**config.mk**
```make
export PLATFORM = sky130hd
export DESIGN_NAME = desc_chain_seq
export DESIGN_NICKNAME = d
export VERILOG_FILES = /design/src/rtl/dcs_pkg.sv /design/src/rtl/dcs_arm_ctl.sv /design/src/rtl/dcs_line_walker.sv /design/src/rtl/desc_chain_seq.sv
export SDC_FILE = /design/constraint.sdc
export NUM_CORES = 1
export LEC_CHECK = 0
export BUFFER_PORTS_ARGS = -buffer_cell sky130_fd_sc_hd__buf_2
export CORE_ASPECT_RATIO = 2
export CORE_MARGIN = 2
export CORE_UTILIZATION = 52
export DETAILED_ROUTE_END_ITERATION = 8
export PLACE_DENSITY = 0.83
export SYNTH_ARGS = -nofsm -noshare
export SYNTH_HDL_FRONTEND = slang
export SYNTH_SLANG_ARGS = --single-unit
```
**constraint.sdc**
```tcl
create_clock -name clk -period 3.3 [get_ports clk]
set_input_delay 0.495 -clock clk [delete_from_list [all_inputs] [get_ports clk]]
set_output_delay 0.495 -clock clk [all_outputs]
set_load 0.1 [all_outputs]
```
**src/rtl/dcs_pkg.sv**
```systemverilog
`timescale 1ns/1ps
package dcs_pkg;
    localparam int LINE_W       = 18;
    localparam int STRIDE_W     = 14;
    localparam int STRIDE_SHIFT = 4;
    localparam int CODE_W       = 3;

    typedef enum logic [CODE_W-1:0] {
        VERD_OK    = 3'd0,
        VERD_BUS   = 3'd1,
        VERD_FORM  = 3'd2,
        VERD_SUM   = 3'd3,
        VERD_STALE = 3'd4
    } verdict_e;

    typedef enum logic [2:0] {
        S_IDLE,
        S_FETCH,
        S_WAITV,
        S_LINES,
        S_WBACK,
        S_POST,
        S_FAULT
    } seq_state_e;

    typedef struct packed {
        logic chain_end;
        logic wb_en;
        logic irq_en;
    } desc_flags_t;

    function automatic logic wants_lines(input logic frag, input logic size_nz,
                                         input logic line_nz);
        return !frag && size_nz && line_nz;
    endfunction
endpackage

```
**src/rtl/dcs_arm_ctl.sv**
```systemverilog
`timescale 1ns/1ps
module dcs_arm_ctl (
    input  logic clk,
    input  logic rst,
    input  logic trig_set,
    input  logic retrig_set,
    input  logic ctrl_wr,
    input  logic ctrl_en,
    input  logic ctrl_pause,
    input  logic consume,
    output logic go_ok,
    output logic retrig_pend
);
    logic armed_q, en_q, pause_q, retrig_q;

    always_ff @(posedge clk) begin
        if (rst) begin
            armed_q  <= 1'b0;
            en_q     <= 1'b0;
            pause_q  <= 1'b0;
            retrig_q <= 1'b0;
        end else begin
            if (ctrl_wr) begin
                en_q    <= ctrl_en;
                pause_q <= ctrl_pause;
            end
            if (trig_set)      armed_q <= 1'b1;
            else if (ctrl_wr)  armed_q <= 1'b0;
            if (retrig_set)    retrig_q <= 1'b1;
            else if (consume)  retrig_q <= 1'b0;
        end
    end

    assign go_ok       = armed_q && en_q && !pause_q;
    assign retrig_pend = retrig_q;

    // a control write without a trigger leaves the channel unable to run
    p_disarm_r3: assert property (@(posedge clk) disable iff (rst)
        (ctrl_wr && !trig_set) |=> !go_ok);
endmodule

```
**src/rtl/dcs_line_walker.sv**
```systemverilog
`timescale 1ns/1ps
module dcs_line_walker #(
    parameter int ADDR_W = 32,
    parameter int SIZE_W = 32
) (
    input  logic                        clk,
    input  logic                        rst,
    input  logic                        load,
    input  logic [ADDR_W-1:0]           src,
    input  logic [SIZE_W-1:0]           size,
    input  logic [dcs_pkg::LINE_W-1:0]  line,
    input  logic [dcs_pkg::STRIDE_W-1:0] stride,
    input  logic                        step,
    output logic [ADDR_W-1:0]           addr,
    output logic [dcs_pkg::LINE_W-1:0]  len,
    output logic                        last_line
);
    import dcs_pkg::*;
    localparam int STEP_W = STRIDE_W + STRIDE_SHIFT;

    logic [ADDR_W-1:0]   addr_q;
    logic [SIZE_W-1:0]   remain_q;
    logic [LINE_W-1:0]   line_q;
    logic [STRIDE_W-1:0] stride_q;
    logic [SIZE_W-1:0]   line_ext;
    logic [STEP_W-1:0]   step_bytes;

    assign line_ext   = SIZE_W'(line_q);
    assign step_bytes = {stride_q, {STRIDE_SHIFT{1'b0}}};

    always_ff @(posedge clk) begin
        if (rst) begin
            addr_q   <= '0;
            remain_q <= '0;
            line_q   <= '0;
            stride_q <= '0;
        end else if (load) begin
            addr_q   <= src;
            remain_q <= size;
            line_q   <= line;
            stride_q <= stride;
        end else if (step) begin
            addr_q   <= addr_q + ADDR_W'(step_bytes);
            remain_q <= (remain_q > line_ext) ? remain_q - line_ext : '0;
        end
    end

    assign addr      = addr_q;
    assign len       = line_q;
    assign last_line = (remain_q <= line_ext);
endmodule

```
**src/rtl/desc_chain_seq.sv**
```systemverilog
`timescale 1ns/1ps
module desc_chain_seq #(
    parameter int ADDR_W = 32,
    parameter int SIZE_W = 32
) (
    input  logic                          clk,
    input  logic                          rst,
    input  logic                          run_req,
    input  logic                          trig_set,
    input  logic                          retrig_set,
    input  logic                          ctrl_wr,
    input  logic                          ctrl_en,
    input  logic                          ctrl_pause,
    input  logic                          single_mode,
    input  logic [ADDR_W-1:0]             start_addr,
    output logic                          fetch_req,
    output logic [ADDR_W-1:0]             fetch_addr,
    input  logic                          fetch_ack,
    input  logic                          vd_valid,
    input  logic [2:0]                    vd_code,
    input  logic [ADDR_W-1:0]             vd_next,
    input  logic [ADDR_W-1:0]             vd_src,
    input  logic [SIZE_W-1:0]             vd_size,
    input  logic [17:0]                   vd_line,
    input  logic [13:0]                   vd_stride,
    input  logic                          vd_last,
    input  logic                          vd_frame_end,
    input  logic                          vd_frag,
    input  logic                          vd_update,
    input  logic                          vd_irq,
    output logic                          rd_req,
    output logic [ADDR_W-1:0]             rd_addr,
    output logic [17:0]                   rd_len,
    input  logic                          rd_ack,
    output logic                          wb_req,
    output logic [ADDR_W-1:0]             wb_addr,
    input  logic                          wb_ack,
    output logic                          done_evt,
    output logic                          err_evt,
    output logic [2:0]                    err_kind
);
    import dcs_pkg::*;

    seq_state_e          state_q, state_d;
    logic [ADDR_W-1:0]   cur_addr_q, next_addr_q;
    logic                finished_q;
    desc_flags_t         flags_q;
    logic [CODE_W-1:0]   err_q;

    logic go_ok, retrig_pend, start_now, from_start;
    logic verdict_ok, verdict_bad, payload, walk_load, walk_step, walk_last;

    dcs_arm_ctl u_arm (
        .clk        (clk),
        .rst        (rst),
        .trig_set   (trig_set),
        .retrig_set (retrig_set),
        .ctrl_wr    (ctrl_wr),
        .ctrl_en    (ctrl_en),
        .ctrl_pause (ctrl_pause),
        .consume    (start_now),
        .go_ok      (go_ok),
        .retrig_pend(retrig_pend)
    );

    dcs_line_walker #(.ADDR_W(ADDR_W), .SIZE_W(SIZE_W)) u_walk (
        .clk       (clk),
        .rst       (rst),
        .load      (walk_load),
        .src       (vd_src),
        .size      (vd_size),
        .line      (vd_line),
        .stride    (vd_stride),
        .step      (walk_step),
        .addr      (rd_addr),
        .len       (rd_len),
        .last_line (walk_last)
    );

    assign verdict_ok  = (state_q == S_WAITV) && vd_valid && (vd_code == VERD_OK);
    assign verdict_bad = (state_q == S_WAITV) && vd_valid && (vd_code != VERD_OK);
    assign payload     = wants_lines(vd_frag, vd_size != '0, vd_line != '0);
    assign walk_load   = verdict_ok;
    assign walk_step   = (state_q == S_LINES) && rd_ack;
    assign from_start  = finished_q || retrig_pend;

    always_comb begin
        start_now = 1'b0;
        if (state_q == S_IDLE)
            start_now = run_req && go_ok;
        else if (state_q == S_POST)
            start_now = !flags_q.chain_end && !single_mode && go_ok;
    end

    always_comb begin
        state_d = state_q;
        case (state_q)
            S_IDLE:  if (start_now) state_d = S_FETCH;
            S_FETCH: if (fetch_ack) state_d = S_WAITV;
            S_WAITV: begin
                if (verdict_bad)               state_d = S_FAULT;
                else if (verdict_ok) begin
                    if (payload)               state_d = S_LINES;
                    else if (vd_update)        state_d = S_WBACK;
                    else                       state_d = S_POST;
                end
            end
            S_LINES: if (rd_ack && walk_last)
                         state_d = flags_q.wb_en ? S_WBACK : S_POST;
            S_WBACK: if (wb_ack) state_d = S_POST;
            S_POST:  state_d = start_now ? S_FETCH : S_IDLE;
            S_FAULT: state_d = S_IDLE;
            default: state_d = S_IDLE;
        endcase
    end

    always_ff @(posedge clk) begin
        if (rst) begin
            state_q     <= S_IDLE;
            cur_addr_q  <= '0;
            next_addr_q <= '0;
            finished_q  <= 1'b1;
            flags_q     <= '0;
            err_q       <= '0;
        end else begin
            state_q <= state_d;
            if (start_now) begin
                cur_addr_q <= from_start ? start_addr : next_addr_q;
                finished_q <= 1'b0;
            end
            if (verdict_bad) begin
                finished_q <= 1'b1;
                err_q      <= vd_code;
            end
            if (verdict_ok) begin
                next_addr_q <= vd_next;
                flags_q     <= '{chain_end: vd_last || vd_frame_end,
                                 wb_en:     vd_update,
                                 irq_en:    vd_irq};
                finished_q  <= vd_last || vd_frame_end;
            end
        end
    end

    assign fetch_req  = (state_q == S_FETCH);
    assign fetch_addr = cur_addr_q;
    assign rd_req     = (state_q == S_LINES);
    assign wb_req     = (state_q == S_WBACK);
    assign wb_addr    = cur_addr_q;
    assign done_evt   = (state_q == S_POST) && flags_q.irq_en;
    assign err_evt    = (state_q == S_FAULT);
    assign err_kind   = err_q;

    // requests hold with a stable address until acknowledged
    p_fetch_hold_r13: assert property (@(posedge clk) disable iff (rst)
        (fetch_req && !fetch_ack) |=> (fetch_req && $stable(fetch_addr)));
    p_rd_hold_r13: assert property (@(posedge clk) disable iff (rst)
        (rd_req && !rd_ack) |=> (rd_req && $stable(rd_addr) && $stable(rd_len)));
    p_wb_hold_r13: assert property (@(posedge clk) disable iff (rst)
        (wb_req && !wb_ack) |=> (wb_req && $stable(wb_addr)));
    p_one_req_r13: assert property (@(posedge clk) disable iff (rst)
        $onehot0({fetch_req, rd_req, wb_req}));
    // a fetch only starts when the channel was allowed to run
    p_gated_start_r2: assert property (@(posedge clk) disable iff (rst)
        $rose(fetch_req) |-> $past(go_ok));
    // completion is a single-cycle pulse
    p_done_pulse_r10: assert property (@(posedge clk) disable iff (rst)
        done_evt |=> !done_evt);
    // an error ends the run with nothing requested next
    p_err_stop_r7: assert property (@(posedge clk) disable iff (rst)
        err_evt |=> (!fetch_req && !rd_req && !wb_req && !err_evt));
endmodule

```
==> impl_metrics.toml, run 1 <==
[logic_synthesis]
synthTopCellsByCount = "255 x nand2_1, 174 x dfxtp_1, 122 x a21oi_1, 115 x nor2_1, 66 x clkbuf_1"
syn_area_per_cell_um2 = 7.50
synth_ff_type = "dfxtp_1"
synth_area_mm2 = 0.00936
ys_async_sr_fraction_pct = 0
synth_top_area_cell = "dfxtp_1"
synth_area_leaders = "dfxtp_1 37%, nand2_1 10%, a21oi_1 6.5%"
yosysMostFrequentCell = "nand2_1"
synth_edf_count = 0
yosys.area.top_type_share_pct = 37.2
synth_cells = 1248
yosysUniqueCellTypes = 63
yosys_warnings = 0
ys_ff_latch = 174
seq_area_frac_synth_pct = 37.2
synth_nets = 1463

[pwr]
p_comb_share_pct = 24.8
swShare_pct = 33.7
vdd_drop_max_mv = 0.341
switchingPower_mw = 1.99
intPower_mw = 3.91
power.leakage_nw = 4.92
clockPowerShare_pct = 37.2
p_seq_share_pct = 38.0
power_density_mw_per_mm2 = 515

[timing]
tightest_slew_ns = 1.13
period_needed_ns = 2.95
rsz0062_at_grt = "false"
whs_ns = 0.286
finalMaxSlewViolations = 0
finalCritPeriodShare_pct = 89.5
finalHoldViolCount = 0
setup_viol = 0
relSlewSlack_pct = 25.0
fmax_mhz = 339
finClkSkew_ns = 0.0101
setup-tns-final_ns = 0
layout_setup_ws_ns = 0.348

[final_layout]
nFillCells = 1609
final_util_pct = 64.6
seqCellArea_mm2 = 0.00349
nNetsFinal = 1695
layout-drive-gt1-share_pct = 25.7
syn_to_final_growth_pct = 22.3
multi_input_area_mm2 = 0.00519

[grt]
grt_pass1_vias = 9754
antenna_found_initial = 2
grt_pass1_wl_um = 48200
overflow = 0
track_usage_pct = 31.5
grt_start_max_net_pins = 104

[setup_path]
crit_path_cell_trace = "inv_1 > ha_1 > a21oi_1 > and2_1 > a2111oi_0 > o311ai_1 > a21oi_1 > or2_2 > or4_1 > a311oi_1"
cp-end-kind = "flop"
arrival_ns = 3.29
cpMostUsedCell = "a21oi_1"
max_stage_delay_ns = 0.47
critPathRequiredTime_ns = 3.64
cp_slowest_cell = "or4_1"
crit_family = "compound AO/OA/AOI/OAI gates"
critPathBufInv = 1
start_kind = "flop"
worstSetupPathType = "reg2reg"
crit_fanout = 6

[place]
portBuffers = 302
routabilityCongestion = 0.985
dp_hpwl_um = 23400
dp_worst_setup_slack_ns = 0.418

[hold_path]
hold_class = "in2reg"

[route]
routed_wl_um = 31000
vias_per_cell = 5.82
postRouteAntennaNets = 0
vias = 9935
firstDrtPassIters = 6
drc_errors = 0
drt_iter0_markers = 433
wl_per_cell_um = 18.2

[flow_run]
drv_cap = 0

[clock_network]
clockBufferDepth = 2
clk_latency_ns = 0.44
cts-root-buf = "clkbuf_16"
post_cts_buffers = 0
htree_num_levels = 4
cts_tree = "built"
clk_pin_slew_ns = 0.07
clock-sinks = 174
cts_resized = 0
ctsHoldBuffers = 0
numCtsBuffers = 17

[floorplan]
dieWidth_um = 98.8
die-area_mm2 = 0.0191
rows = 69
core_area_mm2 = 0.0177
start_util_pct = 52.9
io_pins = 303
die_h_um = 194

[run_status]
status = "finished clean"
tightest hold or removal path, delay by kind of cell:
family          cells  cell delay, ns
compound gates      1            0.04
simple gates        1            0.06
buf+inv             1            0.09
power by group through the flow:
stage / clock network (mW) / logic, mW / registers (mW)
detailed placement: 0 / 1.44 / 2.28
global route: 2.30 / 1.57 / 2.24
CTS: 2.22 / 1.45 / 2.24
finish: 2.19 / 1.46 / 2.24
floorplan: 0 / 0.873 / 2.46
global placement: 0 / 1.43 / 2.28
state kept, by name, summed over array words and instances, names as in the netlist:
signal	count
err_kind	3
fetch_addr	32
finished_q	1
flags_q	3
next_addr_q	32
state_q	3
u_arm.armed_q	1
u_arm.en_q	1
u_arm.pause_q	1
u_arm.retrig_pend	1
u_walk.addr	32
u_walk.len	18
u_walk.remain_q	32
u_walk.stride_q	14
cell usage in the layout, fill, tap and decap left out, drive strengths merged, types with 5 or more instances in the layout:
cell	count
buf	326
o21ai	63
xnor2	22
nand3b	5
or3	10
a22oi	6
and2	6
nor4	17
a21oi	122
nor2	115
o21a	6
or2	5
ha	32
nand2b	12
clkbuf	17
dfxtp	174
a211oi	29
a31oi	24
and3	9
o211ai	5
xor2	16
nand4	8
a311oi	42
inv	44
a21o	15
or4	7
nand2	255
nor3	14
nand3	38
metrics by stage:
step                instance area, µm²  power [mW]  cells
global route                     11400        6.12   1707
finish                           11400        5.89   1707
detailed placement               10800        3.72   1674
CTS                              11400        5.91   1705
global placement                 10800        3.71   1674
floorplan                         9370        3.33   1248
cell families after synthesis:
group | share of synthesized area [%]
flip-flops | 37.2
multiplexers | 0.214
AO/OA/AOI/OAI | 23.1
XOR/XNOR | 3.56
AND/OR/NAND/NOR | 23.8
buffers and inverters | 7.46
adder cells (fa/ha/maj) | 4.71
final cells by class:
type | count | share of cell area [%]
Sequential cell | 174 | 30.5
Timing Repair Buffer | 326 | 14.9
Antenna cell | 2 | 0.0437
Inverter | 39 | 1.28
Clock inverter | 14 | 1.79
Multi-Input combinational cell | 922 | 45.4
Clock buffer | 17 | 3.72
Tap cell | 213 | 2.33
final timing paths:
check	from	endpoint	slack (ns)	depth (start not counted)
worst min register to register	u_walk.addr[2]$_SDFFE_PP0P_	u_walk.addr[2]$_SDFFE_PP0P_	0.45	2
worst max-delay path	u_walk.len[6]$_SDFFE_PP0P_	u_walk.remain_q[29]$_SDFFE_PP0P_	0.35	10
worst min-delay path	trig_set	u_arm.armed_q$_SDFFE_PP0P_	0.29	3
worst max register to register	u_walk.len[6]$_SDFFE_PP0P_	u_walk.remain_q[29]$_SDFFE_PP0P_	0.35	10
layer usage:
metal,vias to the layer above,track usage [%],wire length [µm]
li1,4817,-,-
met5,-,0,0
met2,410,58.7,16400
met1,4582,31.1,10700
met3,126,4.97,1520
met4,0,20.6,2370
Note: power is estimated with default switching activity, not from simulation.
==> run 2, diff against run 1 <==
--- a/config.mk
+++ b/config.mk
@@ -10,7 +10,7 @@
 export CORE_MARGIN = 2
 export CORE_UTILIZATION = 52
 export DETAILED_ROUTE_END_ITERATION = 8
-export PLACE_DENSITY = 0.83
+export PLACE_DENSITY = 0.82
 export SYNTH_ARGS = -nofsm -noshare
 export SYNTH_HDL_FRONTEND = slang
 export SYNTH_SLANG_ARGS = --single-unit
==> run 2 against run 1 <==
Net effect: clock power is 6% lower; utilization shrank 0.14 points; worst setup slack worse by 0.092 ns; cell count about the same; clock skew fell by 0.0015 ns; largest power group unchanged; clock-buffer cell count rose by 4.
==> impl_metrics.toml, run 2 (synthesis results as in run 1) <==
[run_status]
status = "finished clean"

[route]
routed_wl_um = 29900
firstDrtPassIters = 5
drc_errors = 0
postRouteAntennaNets = 0
vias_per_cell = 5.75
vias = 9816
wl_per_cell_um = 17.5
drt_iter0_markers = 536

[clock_network]
post_cts_buffers = 0
clk_pin_slew_ns = 0.07
ctsHoldBuffers = 0
clockBufferDepth = 2
cts_resized = 0
htree_num_levels = 4
cts-root-buf = "clkbuf_16"
clk_latency_ns = 0.43
numCtsBuffers = 17
clock-sinks = 174
cts_tree = "built"

[timing]
whs_ns = 0.272
finalCritPeriodShare_pct = 92.2
rsz0062_at_grt = "false"
finalMaxSlewViolations = 0
layout_setup_ws_ns = 0.256
period_needed_ns = 3.04
finalHoldViolCount = 0
finClkSkew_ns = 0.00854
tightest_slew_ns = 1.10
fmax_mhz = 329
relSlewSlack_pct = 26.5
setup_viol = 0
setup-tns-final_ns = 0

[setup_path]
max_stage_delay_ns = 0.61
cpMostUsedCell = "a21oi_1"
worstSetupPathType = "reg2reg"
crit_fanout = 8
arrival_ns = 3.38
cp-end-kind = "flop"
start_kind = "flop"
reg2reg_slack_ns = 0.26
r2r_end = "u_walk.addr[26]$_SDFFE_PP0P_"
r2r_cells = 11
cp_slowest_cell = "a2111oi_0"
r2r_start = "u_walk.stride_q[0]$_SDFFE_PP0P_"
crit_path_cell_trace = "ha_1 > inv_1 > fa_1 > nand2b_1 > a21oi_1 > o21ai_0 > a21oi_1 > o21ai_1 > a2111oi_0 > xnor2_1 > a211oi_1"
critPathRequiredTime_ns = 3.64

[floorplan]
dieWidth_um = 98.8
core_area_mm2 = 0.0177
start_util_pct = 52.9
die-area_mm2 = 0.0191
rows = 69
io_pins = 303
die_h_um = 194

[final_layout]
layout-drive-gt1-share_pct = 25.6
final_cells = 1706
nFillCells = 1652
syn_to_final_growth_pct = 22.0
layout_common_cells = "301 x buf_2, 254 x nand2_1, 165 x dfxtp_1"
final_util_pct = 64.5
final_common_cell = "buf_2"
final_cell_area_mm2 = 0.0114
nNetsFinal = 1692

[place]
dp_hpwl_um = 22500
dpl_cell_area_mm2 = 0.0108
routabilityCongestion = 0.945
dp_cells = 1671
dp_worst_setup_slack_ns = 0.353
portBuffers = 302

[pwr]
power.leakage_nw = 4.90
power_density_mw_per_mm2 = 505
finalPower_mw = 5.76
vdd_drop_max_mv = 0.346

[grt]
grt_start_max_net_pins = 107
overflow = 0
track_usage_pct = 30.0
grt_pass1_vias = 9278
grt_pass1_wl_um = 46100
antenna_found_initial = 3

[hold_path]
whs_endpoint = "u_arm.armed_q$_SDFFE_PP0P_"
min_from = "trig_set"
min_path_cells = 3
hold_class = "in2reg"

[flow_run]
drv_cap = 0
-- run 2: changes by cell type in the layout (fill, tap and decap cells not counted), sizes merged --
cell	before	now
diode	2	3
bufinv	4	2
buf	326	323
clkbuf	17	21
clkinv	4	5
inv	44	42
-- run 2: worst max-delay path, delay by kind of cell (launching register included) --
| kind | cells | cell delay [ns] |
|---|---|---|
| buffers and inverters | 1 | 0.05 |
| XOR/XNOR | 1 | 0.11 |
| AND/OR/NAND/NOR | 1 | 0.19 |
| adder cells (fa/ha/maj) | 2 | 0.54 |
| flip-flops | 1 | 0.34 |
| AO/OA/AOI/OAI | 6 | 1.71 |
-- run 2: power breakdown --
| group | leakage, nW | internal (mW) | switching [mW] | total (mW) |
|---|---|---|---|---|
| logic | 3.19 | 0.463 | 1.02 | 1.48 |
| registers | 1.41 | 2.17 | 0.0568 | 2.23 |
| clock network | 0.294 | 1.18 | 0.870 | 2.05 |
-- run 2: layer usage --
layer  wire length (µm)  GRT usage [%]
met4               1910           19.2
met3               1510           4.25
met1              10500           30.7
met5                  0              0
met2              16000           55.1
-- run 2: how the worst max path moves through the flow --
stage          slack [ns]                               end                             from  depth (start not counted)
2_1_floorplan      -0.005  u_walk.remain_q[26]$_SDFFE_PP0P_       u_walk.len[0]$_SDFFE_PP0P_                         12
3_3_place_gp         0.45  u_walk.remain_q[26]$_SDFFE_PP0P_       u_walk.len[7]$_SDFFE_PP0P_                         10
3_5_place_dp         0.35      u_walk.addr[26]$_SDFFE_PP0P_  u_walk.stride_q[0]$_SDFFE_PP0P_                         11
4_1_cts              0.26      u_walk.addr[26]$_SDFFE_PP0P_  u_walk.stride_q[0]$_SDFFE_PP0P_                         11
5_1_grt              0.03      u_walk.addr[26]$_SDFFE_PP0P_  u_walk.stride_q[0]$_SDFFE_PP0P_                         11
6_report             0.26      u_walk.addr[26]$_SDFFE_PP0P_  u_walk.stride_q[0]$_SDFFE_PP0P_                         11
-- run 2: cell type report --
type	count	area, µm²	area share (%)
Sequential cell	174	3490	30.6
Clock inverter	11	130	1.14
Tap cell	213	267	2.33
Antenna cell	3	7.51	0.0658
Timing Repair Buffer	323	1710	15.0
Inverter	39	146	1.28
Multi-Input combinational cell	922	5190	45.5
Clock buffer	21	470	4.12
